==> src/rtl/lu_pkg.sv <==
package lu_pkg;

   typedef enum logic [2:0] {
      LOP_AND  = 3'd0,
      LOP_ANDS = 3'd1,
      LOP_BIC  = 3'd2,
      LOP_ORR  = 3'd3,
      LOP_NOT  = 3'd4
   } lop_e;

   typedef enum logic [1:0] {
      SK_LSL = 2'd0,
      SK_LSR = 2'd1,
      SK_ASR = 2'd2,
      SK_ROR = 2'd3
   } skind_e;

   typedef struct packed {
      logic n;
      logic z;
      logic c;
      logic v;
   } cflags_t;

endpackage

==> src/rtl/lu_shifter.sv <==
module lu_shifter #(
   parameter int W      = 64,
   parameter bit STAGED = 1'b1,
   localparam int AW    = $clog2(W)
) (
   input  logic [W-1:0]  din,
   input  logic [1:0]    kind,
   input  logic [AW-1:0] amt,
   output logic [W-1:0]  dout
);
   import lu_pkg::*;

   generate
      if (STAGED) begin : g_staged
         // log2(W) mux stages, stage i moves by 2**i
         logic [AW:0][W-1:0] stg;
         assign stg[0] = din;
         for (genvar i = 0; i < AW; i++) begin : g_stage
            localparam int S = 1 << i;
            logic [W-1:0] moved;
            always_comb begin
               unique case (skind_e'(kind))
                  SK_LSL:  moved = stg[i] << S;
                  SK_LSR:  moved = stg[i] >> S;
                  SK_ASR:  moved = W'($signed(stg[i]) >>> S);
                  default: moved = (stg[i] >> S) | (stg[i] << (W - S));
               endcase
            end
            assign stg[i+1] = amt[i] ? moved : stg[i];
         end
         assign dout = stg[AW];
      end else begin : g_flat
         logic [AW:0] back;
         assign back = (AW+1)'(W) - {1'b0, amt};
         always_comb begin
            unique case (skind_e'(kind))
               SK_LSL:  dout = din << amt;
               SK_LSR:  dout = din >> amt;
               SK_ASR:  dout = W'($signed(din) >>> amt);
               default: dout = (din >> amt) | (din << back);
            endcase
         end
      end
   endgenerate

endmodule

==> src/rtl/lu_logic.sv <==
module lu_logic #(
   parameter int W = 64
) (
   input  logic [2:0]   op,
   input  logic [W-1:0] a,
   input  logic [W-1:0] b,
   output logic [W-1:0] res,
   output logic         flag_wr
);
   import lu_pkg::*;

   always_comb begin
      flag_wr = 1'b0;
      case (lop_e'(op))
         LOP_AND:  res = a & b;
         LOP_ANDS: begin
            res     = a & b;
            flag_wr = 1'b1;
         end
         LOP_BIC:  res = a & ~b;
         LOP_ORR:  res = a | b;
         LOP_NOT:  res = ~b;
         default:  res = '0;
      endcase
   end

endmodule

==> src/rtl/lu_unit.sv <==
module lu_unit #(
   parameter int DATA_W       = 64,
   parameter bit STAGED_SHIFT = 1'b1,
   localparam int AMT_W       = $clog2(DATA_W)
) (
   input  logic              clk,
   input  logic              rst_n,
   input  logic              in_valid,
   input  logic [2:0]        in_op,
   input  logic              in_use_imm,
   input  logic [DATA_W-1:0] in_a,
   input  logic [DATA_W-1:0] in_b,
   input  logic [1:0]        in_kind,
   input  logic [AMT_W-1:0]  in_amt,
   output logic              out_valid,
   output logic [DATA_W-1:0] out_result,
   output logic [3:0]        out_flags
);
   import lu_pkg::*;

   generate
      if (DATA_W < 8 || (DATA_W & (DATA_W - 1)) != 0) begin : g_bad_width
         $error("lu_unit: DATA_W must be a power of two of at least 8");
      end
   endgenerate

   logic [DATA_W-1:0] b_shifted, b_eff, res;
   logic              flag_wr;
   cflags_t           flags_q;

   lu_shifter #(.W(DATA_W), .STAGED(STAGED_SHIFT)) i_shift (
      .din  (in_b),
      .kind (in_kind),
      .amt  (in_amt),
      .dout (b_shifted)
   );

   assign b_eff = in_use_imm ? in_b : b_shifted;

   lu_logic #(.W(DATA_W)) i_logic (
      .op      (in_op),
      .a       (in_a),
      .b       (b_eff),
      .res     (res),
      .flag_wr (flag_wr)
   );

   always_ff @(posedge clk) begin
      if (!rst_n) begin
         out_valid  <= 1'b0;
         out_result <= '0;
         flags_q    <= '0;
      end else begin
         out_valid <= in_valid;
         if (in_valid) begin
            out_result <= res;
            if (flag_wr) begin
               flags_q.n <= res[DATA_W-1];
               flags_q.z <= ~|res;
               flags_q.c <= 1'b0;
               flags_q.v <= 1'b0;
            end
         end
      end
   end

   assign out_flags = flags_q;

endmodule

==> config.mk <==
export PLATFORM = sky130hd
export DESIGN_NAME = lu_unit
export DESIGN_NICKNAME = d
export VERILOG_FILES = /design/src/rtl/lu_pkg.sv /design/src/rtl/lu_shifter.sv /design/src/rtl/lu_logic.sv /design/src/rtl/lu_unit.sv
export SDC_FILE = /design/constraint.sdc
export NUM_CORES = 1
export LEC_CHECK = 0
export ABC_AREA = 0
export BUFFER_PORTS_ARGS = -buffer_cell sky130_fd_sc_hd__buf_2
export CAP_MARGIN = 40
export CORE_ASPECT_RATIO = 1.4
export CORE_MARGIN = 2
export CORE_UTILIZATION = 40
export CTS_BUF_LIST = sky130_fd_sc_hd__clkbuf_4 sky130_fd_sc_hd__clkbuf_8
export DETAILED_ROUTE_END_ITERATION = 10
export PLACE_DENSITY_LB_ADDON = 0.25
export SYNTH_ARGS = -nofsm -noshare
export SYNTH_HDL_FRONTEND = slang
export SYNTH_HIERARCHICAL = 1
export SYNTH_SLANG_ARGS = --single-unit
==> constraint.sdc <==
create_clock -name clk -period 13.2 [get_ports clk]
set_input_delay 1.98 -clock clk [delete_from_list [all_inputs] [get_ports clk]]
set_output_delay 1.98 -clock clk [all_outputs]
set_load 0.02 [all_outputs]
Word level (Yosys, flattened, before mapping)

Cells that the tools add are included.

Input port bits: 143
Word-level logic and storage cells: 41
Register bits after elaboration: 67
Output and inout bits: 69

Multiplexer cells: 15
Reduce and logical (&&, ||, !) cells: 6
Equal/unequal tests: 6
Bitwise logic cells: 10

Operator list:

| cell                                           | number |
|---|---|
| case mux 64 bit (3 select lines)               | 6 |
| two-way mux 64 bit                             | 7 |
| case mux 64 bit (4 select lines)               | 1 |
| bitwise AND 64 bit                             | 2 |
| inverter 64 bit                                | 1 |
| OR 32 x 64 -> 64 bit                           | 1 |
| OR 48 x 64 -> 64 bit                           | 1 |
| OR 56 x 64 -> 64 bit                           | 1 |
| OR 60 x 64 -> 64 bit                           | 1 |
| OR 62 x 64 -> 64 bit                           | 1 |
| OR 63 x 64 -> 64 bit                           | 1 |
| OR 64 bit                                      | 1 |
| OR reduction 64 bit                            | 1 |
| == test 3 x 2 -> 1 bit (second input constant) | 2 |
| == test 3 x 1 -> 1 bit (second input constant) | 1 |
| == test 3 bit (second input constant)          | 1 |
| logical NOT 3 bit                              | 1 |
| == test 2 x 1 -> 1 bit (second input constant) | 1 |
| == test 2 bit (second input constant)          | 1 |
| logical NOT 2 bit                              | 1 |
| AND reduction 2 bit                            | 1 |
| OR reduction 2 bit                             | 1 |
| logical NOT 1 bit                              | 1 |
| two-way mux 1 bit                              | 1 |

Logic depth before layout (Yosys ltp)

Depth in word-level cells: 24
Depth in mapped cells: 20
Depth with buffers taken out: 15

Hierarchy

Netlist, hierarchy kept.

Modules (own cells, without submodules):

| module     | cells an instance | times used | sequential area each (µm²) | area an instance (µm²) |
|---|---|---|---|---|
| lu_shifter | 1,711             | 1          | 0.0                        | 10,890.4 |
| lu_unit    | 314               | 1          | 1,341.3                    | 3,480.8 |
| lu_logic   | 303               | 1          | 0.0                        | 2,403.6 |

Worst setup path after synthesis

No wires, ideal clock.

Path type: input to register
Start: input in_kind[1]
End: register flags_q, in the netlist out_flags[2]
Arrival: 5.405 ns
Path buffers: 3
Stages on the path: 18
Required time: 13.083 ns
Library setup time: 0.117 ns
Path slack: 7.678 ns
Cells stage by stage: buf_6 > buf_8 > buf_8 > nor2_2 > mux4_2 > a21oi_1 > a211oi_1 > or2_1 > mux2_2 > a221oi_1 > a21oi_1 > mux2_2 > or4b_1 > o221ai_1 > nor4_1 > nand4_1 > nor2_1 > a32o_1

Cells in the longest elaborated chain, start to end: 24
Elaborated cells between the ends (all ways): 28
Those cells by class: eq/ne (2); mux (14); bitwise (9); reduce/logical (3)

RTL lines:

| element                               | line                           | text |
|---|---|---|
| from (decl)                           | lu_unit.sv:13                  | `input logic [1:0] in_kind,` |
| == test 2 bit (tied with other cells) | lu_shifter.sv:22               | `unique case (skind_e'(kind))` |
| case mux 64 bit (3 select lines)      | lu_shifter.sv:22               |  |
| two-way mux 64 bit                    | lu_shifter.sv:29               | `assign stg[i+1] = amt[i] ? moved : stg[i];` |
| OR 62 x 64 -> 64 bit                  | lu_shifter.sv:26               | `default: moved = (stg[i] >> S) \| (stg[i] << (W - S));` |
| case mux 64 bit (3 select lines)      | lu_shifter.sv:22               |  |
| two-way mux 64 bit                    | lu_shifter.sv:29               |  |
| OR 60 x 64 -> 64 bit                  | lu_shifter.sv:26               |  |
| case mux 64 bit (3 select lines)      | lu_shifter.sv:22               |  |
| [... 10 more ...]                     | --                             |  |
| via b_shifted[62]                     | lu_unit.sv:27                  | `logic [DATA_W-1:0] b_shifted, b_eff, res;` |
| two-way mux 64 bit (*)                | lu_unit.sv:38                  | `assign b_eff = in_use_imm ? in_b : b_shifted;` |
| via b_eff[62]                         | lu_unit.sv:27                  |  |
| inverter 64 bit                       | lu_logic.sv:20, lu_logic.sv:22 |  |
| bitwise AND 64 bit                    | lu_logic.sv:20                 | `LOP_BIC: res = a & ~b;` |
| case mux 64 bit (4 select lines) (*)  | lu_logic.sv:14                 | `case (lop_e'(op))` |
| via res[62]                           | lu_unit.sv:27                  |  |
| OR reduction 64 bit (*)               | lu_unit.sv:59                  | `flags_q.z <= ~\|res;` |
| logical NOT 1 bit (*)                 | lu_unit.sv:59                  |  |
| to (decl)                             | lu_unit.sv:29                  | `cflags_t flags_q;` |

Mark *: on every way through the listed nets, which the timed path passes. The rest lies on a longest branch.
A chain may end at the register's enable or synchronous reset.

Worst setup path in the final report

Ends and elaborated chain as after synthesis.

==> reports/results.tsv <==
stage	metric	value	unit
detailed_routing	viasPerCell	7.56	
run_status	status	finished, final reports clean	
clocking	clockBufferDepth	2	
grt	grt-ovfl-total	0	
setup_path	end_kind	flip-flop	
setup_path	critPathTopFamily	compound AO/OA/AOI/OAI gates	
yosys	ys_seq_area_share	8.00	%
job	maxCapViolations	0	
setup_path	rr_endpoint	out_result[24]$_SDFFE_PN0P_	
setup_path	timing.rr.start	out_result[24]$_SDFFE_PN0P_	
yosys	ys_ff_latch	67	
setup_path	critPathMaxFanout	83	
clocking	root_buffer	clkbuf_8	
yosys	ys_async_sr_fraction	0	%
layout	num-nets-final	2517	
placement	dp.cells	2903	
placement	dp_hpwl	81200	µm
sta	rsz0062_at_grt	no	
layout	stdcell_area	0.0180	mm²
setup_path	arrival	8.68	ns
placement	place_area	0.0178	mm²
detailed_routing	drc_errors	0	
setup_path	ff2ff_setup_slack	12.35	ns
die	fp.coreArea	0.0413	mm²
grt	busiest_layer	met2	
setup_path	worstPathCellList	buf_4 -> buf_4 -> or2_4 -> buf_4 -> o211ai_1 -> a31oi_1 -> nor3_1 -> o311ai_1 -> o21ai_0 -> nor2b_1 -> o22a_1 -> mux2_2 -> mux2i_1 -> o221ai_1 -> nor4_1 -> nand4_1 -> nor3_1 -> a32o_1	
sta	tightest_slew	0.982	ns
setup_path	cp_num_cells	18	
yosys	syn_area	0.0168	mm²
grt	grt_pass1_wl	151000	µm
sta	finalSetupViolCount	0	
placement	place_ws	4.79	ns
clocking	h-tree-depth	3	
detailed_routing	routedWlPerCell	36.9	µm
die	dieArea	0.0436	mm²
pwr	ir_worst_vdd	0.0849	mV
clocking	cts_sinks	67	
clocking	cts_inserted_buffers	9	
clocking	cts_resized	0	
yosys	synthDistinctLibCells	104	
sta	setup_tns	0	ns
clocking	cts_tree	done	
setup_path	crit_end	out_flags[2]$_SDFFE_PN0P_	
clocking	clock_latency	0.37	ns
setup_path	slowest_stage	buf_4	
setup_path	required	13.52	ns
detailed_routing	wl	108000	µm
die	die_x	177	µm
sta	fin_crit_sh	63.3	%
layout	layout.cells.non_filler	2920	
sta	fin_skew	0	ns
clocking	path_clk_slew	0.07	ns
die	core.rowCount	88	
yosys	synth_edf_count	0	
grt	antenna_found_initial	6	
setup_path	cp_slowest_stage_delay	0.76	ns
setup_path	path_buf_inv	3	
setup_path	crit_type	in2reg	
setup_path	crit_start	in_kind[1]	
grt	grt_max_degree	110	
layout	drive_gt1_share	22.2	%
sta	fmax	120	MHz
pwr	powerDensity	72.3	mW/mm²
setup_path	rr_worst_depth	2	
layout	seqCellArea	0.00134	mm²
grt	grt_pass1_vias	20300	
sta	layout_setup_ws	4.84	ns
yosys	syn_inst	2328	
placement	finalWeightedCongestion	1.08	
sta	relSlewSlack	34.3	%
die	die_h	246	µm
grt	grt.met3_usage	9.86	%
placement	io_buffers	209	
detailed_routing	vias	22100	
die	ioPinCount	212	
grt	use_met1	58.4	%
sta	period_needed	8.36	ns
layout	multi_input_area	0.0140	mm²
sta	finalHoldViolations	0	
sta	finalMaxSlewViolations	0	
clocking	cts_setup_buffers	0	
detailed_routing	drtIter0Drc	3652	
detailed_routing	drtAntennaViolNets	0	
layout	num-fill-cells	4364	
die	initial_utilization	40.6	%
layout	area_growth	7.28	%
clocking	cts-hold-fix-buffers	0	
yosys	synth_warnings	6	
setup_path	crit_top_cell	buf_4	
detailed_routing	dr.pass1.iters	6	
yosys	syn_avg_cell_area	7.21	µm²
yosys	yosys_most_used_dff	dfxtp_1	
pwr	leakagePower	6.74	nW
grt	grtUsageTotal	47.8	%
hold_path	min_path_type	reg2reg	
grt	grtUsageMet2	71.5	%
setup_path	start_kind	input pin	
==> power by group <==
part           total, mW  switching [mW]  internal, mW
clock              0.166          0.0836        0.0828
sequential         0.220         0.00639         0.213
combinational      0.916           0.629         0.287
==> state kept, by name, summed over array words and instances (netlist names) <==
register    count
out_flags       2
out_valid       1
out_result     64
==> logic make-up (layout without fill, tap and decap cells) <==
kind of cell              after synthesis  count (layout)  synth area share, %
AOI/OAI and AO/OA                     899             899                 37.9
xor gates and xnor gates                2               2                0.104
buffers and inverters                 273             323                 8.54
DFF                                    67              67                 8.00
muxes                                 287             287                 19.6
other                                   1               3               0.0224
and+or+nand+nor                       799             799                 25.9
==> final cells by class <==
class                           count  area share, %
Multi-Input combinational cell   1989           78.0
Timing Repair Buffer              288           9.31
Sequential cell                    67           7.45
Tap cell                          540           3.75
Clock buffer                       12          0.918
Inverter                           19          0.403
Clock inverter                      4          0.132
Antenna cell                        1         0.0139
==> layout by cell type, fill, tap and decap left out, drive strengths merged, types with 8 or more instances in the layout <==
cell type	instances
nor3	66
o21ai	197
or3b	56
nand2	189
mux2i	185
o21a	12
and2	10
a21o	15
o22ai	52
nand3	47
o311ai	8
o221ai	78
nand4	10
nand2b	16
a211oi	44
a21oi	173
a311oi	62
nor2	207
o211ai	34
dfxtp	67
nor4	29
buf	287
inv	17
o32ai	15
a211o	10
a221oi	19
mux2	77
or4b	64
or2	12
o31ai	13
a31oi	37
clkbuf	13
o22a	12
a22o	12
a2bb2oi	9
nor2b	71
mux4	25
a22oi	17
==> worst reg2reg max path: stages, from the launching register on <==
cell and delay, ns:
dfxtp_1 0.55, mux2i_1 0.12, nor2b_1 0.12
==> Yosys cell counts (all sizes together), types with 15 or more instances <==
| cell | n | share of area (%) |
|---|---|---|
| nor2b | 71 | 2.6 |
| a211oi | 44 | 2.1 |
| inv | 18 | 0.40 |
| clkbuf | 107 | 2.4 |
| a21o | 15 | 0.67 |
| o221ai | 78 | 4.2 |
| or3b | 56 | 3.0 |
| mux4 | 25 | 3.4 |
| nand2b | 16 | 0.60 |
| o21ai | 197 | 5.9 |
| a221oi | 19 | 1.2 |
| mux2 | 77 | 5.2 |
| nor4 | 29 | 1.1 |
| nand2 | 189 | 4.2 |
| a311oi | 62 | 3.7 |
| o22ai | 52 | 1.9 |
| nor3 | 66 | 2.1 |
| nand3 | 47 | 1.4 |
| a21oi | 173 | 5.2 |
| o211ai | 34 | 1.5 |
| mux2i | 185 | 11 |
| a22oi | 17 | 0.76 |
| a31oi | 37 | 1.4 |
| o32ai | 15 | 0.83 |
| dfxtp | 67 | 8.0 |
| or4b | 64 | 3.9 |
| buf | 147 | 5.7 |
| nor2 | 207 | 4.6 |
==> per-layer routing <==
metal / vias up / share of wire, % / wire (µm)
met1: 10500 / 37 / 39500
met5: - / 0 / 0
li1: 9262 / - / -
met3: 462 / 11 / 11800
met2: 1842 / 42 / 45600
met4: 0 / 10 / 10900
==> per-stage QoR <==
step | util [%] | hold WS [ns] | total power, mW
after floorplan | - | 0.538 | 0.758
after global placement | 42.8 | 0.461 | 1.08
after detailed placement | 43.1 | 0.462 | 1.09
after CTS | 43.6 | 0.474 | 1.26
after global routing | 43.6 | 0.514 | 1.33
final | 43.6 | 0.476 | 1.30
==> worst min-delay path by stage <==
stage	start	end	slack, ns	cells after the start
after global routing	out_flags[3]$_SDFFE_PN0P_	out_flags[3]$_SDFFE_PN0P_	0.51	2
after detailed placement	out_flags[3]$_SDFFE_PN0P_	out_flags[3]$_SDFFE_PN0P_	0.46	2
final	out_flags[3]$_SDFFE_PN0P_	out_flags[3]$_SDFFE_PN0P_	0.48	2
after global placement	out_flags[3]$_SDFFE_PN0P_	out_flags[3]$_SDFFE_PN0P_	0.46	2
after floorplan	out_flags[3]$_SDFFE_PN0P_	out_flags[3]$_SDFFE_PN0P_	0.54	2
after CTS	out_flags[3]$_SDFFE_PN0P_	out_flags[3]$_SDFFE_PN0P_	0.47	2
Power figures use the tool's default switching activity.
